$ cat src/rtl/memerr_pkg.sv
package memerr_pkg;

  localparam int REG_W = 16;
  localparam int SYN_W = 6;
  localparam int BANK_W = 2;

  // status field placement (LSB-0 numbering)
  localparam int STAT_BANK_LO = 0;
  localparam int STAT_SYN_LO  = 2;
  localparam int STAT_DBL_BIT = 9;

  // control bit placement
  localparam int CTRL_CORR_BIT   = 1;
  localparam int CTRL_SGL_OFF_BIT = 2;
  localparam int CTRL_DBL_OFF_BIT = 3;
  localparam logic [REG_W-1:0] CTRL_RESET = '1;

  typedef enum logic [1:0] {
    SEL_ADDR = 2'd0,
    SEL_STAT = 2'd1,
    SEL_CTRL = 2'd2,
    SEL_NONE = 2'd3
  } regsel_e;

  typedef struct packed {
    logic capture;
    logic clear;
    logic ctrlWr;
  } memerr_strobe_t;

endpackage

$ cat src/rtl/memerr_ctrl.sv
module memerr_ctrl
  import memerr_pkg::*;
(
  input  logic           clk,
  input  logic           rstN,
  input  logic           errValid,
  input  logic           regWrEn,
  input  logic [1:0]     regSel,
  input  logic           heldDouble,
  input  logic           sglOffN,
  input  logic           dblOffN,
  output memerr_strobe_t strobe,
  output logic           pending,
  output logic           irq
);

  logic clearHit;
  logic ctrlHit;

  always_comb begin
    clearHit = regWrEn && (regSel == SEL_STAT);
    ctrlHit  = regWrEn && (regSel == SEL_CTRL);
    strobe.clear   = clearHit;
    strobe.ctrlWr  = ctrlHit;
    // a clear re-arms in the same cycle, so a coincident error is kept
    strobe.capture = errValid && (!pending || clearHit);
  end

  always_ff @(posedge clk) begin
    if (!rstN) begin
      pending <= 1'b0;
    end else if (strobe.capture) begin
      pending <= 1'b1;
    end else if (strobe.clear) begin
      pending <= 1'b0;
    end
  end

  always_comb begin
    if (heldDouble) begin
      irq = pending && !dblOffN;
    end else begin
      irq = pending && !sglOffN;
    end
  end

endmodule

$ cat src/rtl/memerr_dp.sv
module memerr_dp
  import memerr_pkg::*;
#(
  parameter int AddrW = 16
) (
  input  logic                clk,
  input  logic                rstN,
  input  memerr_strobe_t      strobe,
  input  logic [AddrW-1:0]    errAddr,
  input  logic [SYN_W-1:0]    errSyndrome,
  input  logic                errDouble,
  input  logic [BANK_W-1:0]   errBank,
  input  logic [1:0]          regSel,
  input  logic [REG_W-1:0]    regWrData,
  output logic [AddrW-1:0]    capAddr,
  output logic [REG_W-1:0]    capStatus,
  output logic [REG_W-1:0]    ctrlReg,
  output logic [REG_W-1:0]    regRdData
);

  localparam int PAD_W = REG_W - AddrW;

  logic [REG_W-1:0] statusNext;
  logic [REG_W-1:0] addrWide;

  always_comb begin
    statusNext = '0;
    statusNext[STAT_SYN_LO +: SYN_W]   = ~errSyndrome;
    statusNext[STAT_BANK_LO +: BANK_W] = errBank;
    statusNext[STAT_DBL_BIT]           = errDouble;
  end

  generate
    if (PAD_W > 0) begin : g_pad
      assign addrWide = {{PAD_W{1'b0}}, capAddr};
    end else begin : g_nopad
      assign addrWide = capAddr[REG_W-1:0];
    end
  endgenerate

  always_ff @(posedge clk) begin
    if (!rstN) begin
      capAddr   <= '0;
      capStatus <= '0;
    end else if (strobe.capture) begin
      capAddr   <= errAddr;
      capStatus <= statusNext;
    end else if (strobe.clear) begin
      capAddr   <= '0;
      capStatus <= '0;
    end
  end

  always_ff @(posedge clk) begin
    if (!rstN) begin
      ctrlReg <= CTRL_RESET;
    end else if (strobe.ctrlWr) begin
      ctrlReg <= regWrData;
    end
  end

  always_comb begin
    unique case (regSel)
      SEL_ADDR: regRdData = addrWide;
      SEL_STAT: regRdData = capStatus;
      SEL_CTRL: regRdData = ctrlReg;
      default:  regRdData = '0;
    endcase
  end

endmodule

$ cat src/rtl/memerr_capture.sv
module memerr_capture
  import memerr_pkg::*;
#(
  parameter int AddrW = 16
) (
  input  logic              clk,
  input  logic              rstN,
  input  logic              errValid,
  input  logic [AddrW-1:0]  errAddr,
  input  logic [5:0]        errSyndrome,
  input  logic              errDouble,
  input  logic [1:0]        errBank,
  input  logic              regWrEn,
  input  logic [1:0]        regSel,
  input  logic [15:0]       regWrData,
  output logic [15:0]       regRdData,
  output logic              corrEnable,
  output logic              irq
);

  memerr_strobe_t    strobe;
  logic              pending;
  logic [AddrW-1:0]  capAddr;
  logic [REG_W-1:0]  capStatus;
  logic [REG_W-1:0]  ctrlReg;

  memerr_ctrl i_ctrl (
    .clk        (clk),
    .rstN       (rstN),
    .errValid   (errValid),
    .regWrEn    (regWrEn),
    .regSel     (regSel),
    .heldDouble (capStatus[STAT_DBL_BIT]),
    .sglOffN    (ctrlReg[CTRL_SGL_OFF_BIT]),
    .dblOffN    (ctrlReg[CTRL_DBL_OFF_BIT]),
    .strobe     (strobe),
    .pending    (pending),
    .irq        (irq)
  );

  memerr_dp #(.AddrW(AddrW)) i_dp (
    .clk         (clk),
    .rstN        (rstN),
    .strobe      (strobe),
    .errAddr     (errAddr),
    .errSyndrome (errSyndrome),
    .errDouble   (errDouble),
    .errBank     (errBank),
    .regSel      (regSel),
    .regWrData   (regWrData),
    .capAddr     (capAddr),
    .capStatus   (capStatus),
    .ctrlReg     (ctrlReg),
    .regRdData   (regRdData)
  );

  assign corrEnable = ctrlReg[CTRL_CORR_BIT];

endmodule

$ cat config.mk
export PLATFORM = sky130hd
export DESIGN_NAME = memerr_capture
export DESIGN_NICKNAME = d
export VERILOG_FILES = /design/src/rtl/memerr_pkg.sv /design/src/rtl/memerr_ctrl.sv /design/src/rtl/memerr_dp.sv /design/src/rtl/memerr_capture.sv
export SDC_FILE = /design/constraint.sdc
export NUM_CORES = 1
export LEC_CHECK = 0
export BUFFER_PORTS_ARGS = -buffer_cell sky130_fd_sc_hd__buf_2
export CAP_MARGIN = 20
export CORE_MARGIN = 10
export CORE_UTILIZATION = 45
export DETAILED_ROUTE_END_ITERATION = 7
export PLACE_DENSITY = 0.79
export SYNTH_ARGS = -nofsm -noshare
export SYNTH_HDL_FRONTEND = slang
export SYNTH_SLANG_ARGS = --single-unit
$ cat constraint.sdc
create_clock -name clk -period 2.1 [get_ports clk]
set_input_delay 0 -clock clk [delete_from_list [all_inputs] [get_ports clk]]
set_output_delay 0 -clock clk [all_outputs]
set_load 0.02 [all_outputs]
==> results of run 1 <==
## sequential cells by signal (all words and copies together) (netlist names)
signal,count
i_dp.capAddr,16
i_dp.ctrlReg,16
i_dp.capStatus,9
i_ctrl.pending,1
## critical path: stages
cell,delay (ps)
buf_2,340
nor2b_1,570
nand2_1,120
o21ai_0,130
buf_2,210
## stage by stage
step / cell area [um^2] / power (mW) / setup slack [ps] / cells / util [%]
after floorplan: 1730 / 1.05 / 886 / 183 / -
after global placement: 2020 / 1.13 / 712 / 281 / 54.8
after detailed placement: 2020 / 1.14 / 717 / 281 / 54.8
after CTS: 2550 / 1.78 / 715 / 331 / 69.2
after global routing: 2550 / 1.85 / 581 / 331 / 69.2
final: 2550 / 1.78 / 716 / 331 / 69.2
## per-layer routing
metal	vias up	wire (um)	GRT usage [%]	part of all wire [%]
met5	-	0	0	0
met4	0	31	3.40	0.63
met3	4	412	6.66	8.4
met2	51	2340	24.8	47
met1	746	2150	18.0	44
li1	836	-	-	-
## Yosys cell counts (all sizes together)
cell / instances
dfxtp: 42
nand2: 42
a22o: 19
mux2i: 17
nand3: 16
o21ai: 9
buf: 8
nor2: 7
clkbuf: 6
o2bb2ai: 6
a21oi: 2
nand3b: 2
nor2b: 2
a21o: 1
and2: 1
and3: 1
and3b: 1
nand2b: 1
## final cells by class
type / instances / area [um^2]
multi-input combinational: 127 / 800
tap: 48 / 60.1
timing repair buffer: 106 / 741
fill: 293 / 1140
clock buffer: 8 / 110
sequential: 42 / 841
## cells by family after synthesis
group / after synthesis
AO/OA/AOI/OAI: 37
buffers and inverters: 14
flip-flops: 42
multiplexers: 17
AND/OR/NAND/NOR: 73
## what timing repair did
action | in CTS | in global routing
gates resized for setup | 0 | 0
hold buffers | 42 | 0
hold endpoints to repair | 42 | 0
## report_power, final
part           total (mW)  internal [mW]  switching, mW
clock               0.595          0.332          0.263
sequential          0.870          0.843         0.0267
combinational       0.315          0.159          0.155
total                1.78           1.33          0.445
## worst min-delay path by stage
stage / start / endpoint / depth (start not counted) / slack [ps]
5_1_grt: rstN / i_dp.ctrlReg[5] / 2 / 70
4_1_cts: rstN / i_dp.ctrlReg[9] / 2 / 60
6_report: rstN / i_dp.ctrlReg[12] / 2 / 70
2_1_floorplan: errSyndrome[0] / i_dp.capStatus[2] / 1 / 90
3_3_place_gp: errSyndrome[3] / i_dp.capStatus[5] / 2 / 170
3_5_place_dp: errSyndrome[4] / i_dp.capStatus[6] / 2 / 180
## placed cells by master (no fill, tap or decap), drive strengths merged, types with 2 or more instances in the layout
cell and instances:
buf 64, nand2 42, dlygate4sd3 42, dfxtp 42, a22o 19, mux2i 17, nand3 16, o21ai 9
clkbuf 8, nor2 7, o2bb2ai 6, nor2b 2, nand3b 2, a21oi 2
==> results.py, run 1 <==
metrics = {
    "run_status": {
        "status": "completed",
    },
    "finish": {
        "drive_above_1_share_pct": 26.5,
        "area_delta_synth_final_pct": 47.2,
        "diodes": 0,
        "layout.nets": 329,
    },
    "detailed_routing": {
        "antenna_left": 0,
        "drc": 0,
        "wl_um": 4930,
        "first_pass_iters": 4,
        "vias_per_cell": 4.95,
        "wl_per_cell_um": 14.9,
        "vias": 1637,
        "first_iter_violations": 115,
    },
    "setup_path": {
        "worstPathArrival_ps": 1380,
        "endpoint_kind": "primary output",
        "ff2ff_path_depth": 3,
        "cp_max_fo": 20,
        "crit_type": "in -> out",
        "worstPathRequired_ps": 2100,
        "worstSetupEndpoint": "regRdData[2]",
        "worst-r2r-setup-slack_ps": 890,
        "cp-start-kind": "input port",
        "r2r_start": "i_ctrl.pending",
        "crit_path_start": "regSel[1]",
        "timing.rr.end": "i_dp.capStatus[0]",
    },
    "clock_network": {
        "cts_root_buf": "clkbuf_8",
        "numClockSinks": 42,
        "tritoncts": "built",
        "numCtsBuffers": 5,
        "cts_max_path_buffers": 2,
        "cts_setup_buffers": 0,
        "clkTransAtPathRegs_ps": 80,
        "clk_latency_ps": 280,
        "htree_levels": 2,
    },
    "floorplanning": {
        "core_um2": 3690,
        "start_util_pct": 47.0,
        "die_area_um2": 6730,
        "pin_count": 65,
        "rows": 22,
        "die_w_um": 82.1,
        "die_y_um": 82.1,
    },
    "yosys": {
        "yosys.area.top_type": "dfxtp_1",
        "seq_area_frac_synth_pct": 48.5,
        "synth_adder_area_share_pct": 0,
        "avgSynthCellArea_um2": 9.47,
        "syn_area_um2": 1730,
        "synth-simple-area-share_pct": 19.4,
        "synth-compound-area-share_pct": 16.9,
        "muxShareOfSynthArea_pct": 9.82,
        "synth_area_leaders": "dfxtp_1 49%, mux2i_1 9.8%, a22o_1 9.6%",
        "synth_top_family_by_area": "simple AND/OR/NAND/NOR gates",
        "yosys_register_bits": 42,
        "yosys.area.top_type_share_pct": 48.5,
        "synthXorXnorAreaFrac_pct": 0,
        "syn_nets": 230,
        "synth_cells": 183,
        "synth_cell_types": 22,
        "ys_warn_count": 0,
    },
    "min_path": {
        "hp-class": "in -> reg",
    },
    "place": {
        "hpwl_um": 3170,
        "gp_congestion": 0.760,
        "port_buffers": 64,
    },
    "power": {
        "powerDensity_nw_per_um2": 697,
        "ir_drop_mv": 0.450,
        "p_leak_nw": 1.23,
    },
    "timing": {
        "worstMarginPinSlew_ps": 661,
        "fin_skew_ps": 2.05,
        "setup_viol": 0,
        "fin_setup_tns_ps": 0,
        "post-route-period-util_pct": 65.9,
        "relSlewSlack_pct": 55.8,
        "finalHoldViolCount": 0,
        "period_needed_ps": 1380,
        "hold_ws_ps": 69.4,
        "slew_violations": 0,
        "fmax_ghz": 0.722,
        "rsz0062_at_grt": "false",
    },
    "global_route": {
        "grt_max_degree": 26,
        "antenna_found_initial": 0,
        "grt_use_total_pct": 15.2,
        "grt_pass1_wl_um": 8150,
        "first_global_vias": 1705,
        "grt_overflow": 0,
    },
    "job": {
        "drv_cap": 0,
    },
}
(Power assumes the default switching activity.)
==> run 2, diff against run 1 <==
==> constraint.sdc (replaced) <==
create_clock -name clk -period 1.4 [get_ports clk]
set_input_delay 0 -clock clk [delete_from_list [all_inputs] [get_ports clk]]
set_output_delay 0 -clock clk [all_outputs]
set_load 0.02 [all_outputs]
==> run 2 against run 1 <==
Power is 45% higher. Sequential power is 51% higher. Combinational power is 57% higher. Highest routed layer unchanged. Clock power is 32% higher. Clock skew is 1.0 ps higher. Register-to-register slack worse by 670 ps. Final area is 2.8% higher. Sequential share of layout area is 0.91 points lower. Non-clock buffer count is 10 higher. Via count is 2.2% higher.
==> results.py, run 2 (same netlist as run 1, synthesis figures left out) <==
metrics = {
    "finish": {
        "layout_common_cells": "64 x buf_2, 47 x dlygate4sd3_1, 42 x nand2_1, 42 x dfxtp_1, 19 x a22o_1",
        "area_delta_synth_final_pct": 51.4,
        "stdcell_area_um2": 2620,
        "layout_commonest_cell": "buf_2",
        "fin_util_pct": 71.1,
        "layout.nets": 339,
        "drive_above_1_share_pct": 27.3,
        "fill_cells": 294,
        "ff_latch_area_um2": 841,
        "reg.largest.list": "i_dp.capAddr: 16 flops, i_dp.ctrlReg: 16 flops, i_dp.capStatus: 9 flops",
        "multi_input_area_um2": 801,
        "fin_cells": 342,
    },
    "timing": {
        "finalHoldViolCount": 0,
        "relSlewSlack_pct": 65.1,
        "worstMarginPinSlew_ps": 523,
        "fmax_ghz": 0.814,
        "slew_violations": 0,
        "post-route-period-util_pct": 87.8,
        "fin_skew_ps": 3.09,
        "period_needed_ps": 1230,
        "fin_setup_tns_ps": 0,
        "setup_viol": 0,
        "rsz0062_at_grt": "false",
    },
    "setup_path": {
        "worst_path_dominant_cell_family": "buffers and inverters",
        "worstPathArrival_ps": 1400,
        "crit_type": "in -> reg",
        "worst-r2r-setup-slack_ps": 220,
        "worstSetupEndpoint": "i_dp.ctrlReg[5]",
        "crit_path_cell_trace": "buf_2, nand3b_1, buf_4, nand2_1, nand3_1, dlygate4sd3_1",
        "crit_slowest_cell": "dlygate4sd3_1",
        "worst-path-buf-inv": 3,
        "critical_path.max_stage_delay_ps": 570,
        "timing.rr.end": "i_dp.capAddr[3]",
        "cp.depth": 6,
        "cp-start-kind": "input port",
        "worstPathRequired_ps": 1580,
        "crit_path_start": "regSel[0]",
        "ff2ff_path_depth": 3,
        "r2r_start": "i_ctrl.pending",
        "endpoint_kind": "register",
        "cp_max_fo": 13,
    },
    "floorplanning": {
        "start_util_pct": 47.0,
        "die_y_um": 82.1,
        "rows": 22,
        "pin_count": 65,
        "die_w_um": 82.1,
        "die_area_um2": 6730,
        "core_um2": 3690,
    },
    "power": {
        "totalPowerFinal_mw": 2.58,
        "ir_drop_mv": 0.617,
        "sw_frac_of_total_pct": 25.7,
        "powerDensity_nw_per_um2": 985,
        "comb_power_share_pct": 19.1,
        "seq_power_share_pct": 50.6,
        "p_leak_nw": 1.26,
        "clock_power_share_pct": 30.3,
        "internal_power_mw": 1.92,
        "power.switching_uw": 664,
    },
    "detailed_routing": {
        "wl_um": 5100,
        "drc": 0,
        "first_iter_violations": 78,
        "vias": 1673,
        "first_pass_iters": 4,
        "antenna_left": 0,
        "vias_per_cell": 4.89,
        "wl_per_cell_um": 14.9,
    },
    "place": {
        "gp_congestion": 0.749,
        "placed_area_um2": 2060,
        "dp.cells": 286,
        "port_buffers": 64,
        "hpwl_um": 3360,
    },
    "clock_network": {
        "numClockSinks": 42,
        "numCtsBuffers": 5,
        "htree_levels": 2,
        "cts_root_buf": "clkbuf_8",
        "clk_latency_ps": 290,
        "cts_max_path_buffers": 2,
        "tritoncts": "built",
        "clkTransAtPathRegs_ps": 70,
    },
    "job": {
        "drv_cap": 0,
    },
    "global_route": {
        "first_global_vias": 1774,
        "grt_use_total_pct": 15.8,
        "grt_max_degree": 26,
        "grt_overflow": 0,
        "antenna_found_initial": 0,
        "grt_pass1_wl_um": 8370,
    },
    "run_status": {
        "status": "completed",
    },
    "min_path": {
        "hp-class": "in -> reg",
    },
}
[run 2: area by class of cell]
cell class | count | share of cell area, %
diodes | 1 | 0.0954
clock buffers | 7 | 3.29
clock inverters | 1 | 0.191
multi-input cells | 127 | 30.5
flip-flops and latches | 42 | 32.0
well taps | 48 | 2.29
repair buffers | 116 | 31.6
[run 2: per-layer routing]
metal  GRT usage [%]  vias up  part of all wire (%)
li1                -      857                     -
met1            18.6      747                    43
met2            26.2       59                    48
met3            6.11       10                   8.0
met4            4.59        0                   1.5
met5               0        -                     0
[run 2: worst min-delay path by stage]
stage | from | endpoint | slack (ps) | depth (start not counted)
finish | rstN | i_ctrl.pending | 60 | 2
floorplan | errSyndrome[0] | i_dp.capStatus[2] | 90 | 1
global route | rstN | i_ctrl.pending | 50 | 2
global placement | errSyndrome[1] | i_dp.capStatus[3] | 180 | 2
detailed placement | errSyndrome[1] | i_dp.capStatus[3] | 180 | 2
CTS | rstN | i_ctrl.pending | 50 | 2
[run 2: stage by stage]
| stage | setup WS [ps] | hold slack, ps |
|---|---|---|
| after floorplan | 186 | 87.7 |
| after global placement | 288 | 176 |
| after detailed placement | 238 | 178 |
| after CTS | 65.5 | 50.9 |
| after global routing | 133 | 52.6 |
| final | 171 | 57.8 |
[run 2: power by group through the flow]
stage	Sequential, mW	Clock (mW)	Combinational (mW)
after detailed placement	1.33	0	0.390
after floorplan	1.32	0	0.257
after global routing	1.31	0.833	0.544
after CTS	1.31	0.789	0.490
after global placement	1.33	0	0.384
final	1.31	0.783	0.493
[run 2: repair_timing]
item,4_1_cts,5_1_grt
hold buffers,47,0
buffers inserted,0,0
setup endpoints to repair,0,5
endpoints found under the hold margin,42,0
gates resized for setup,0,1
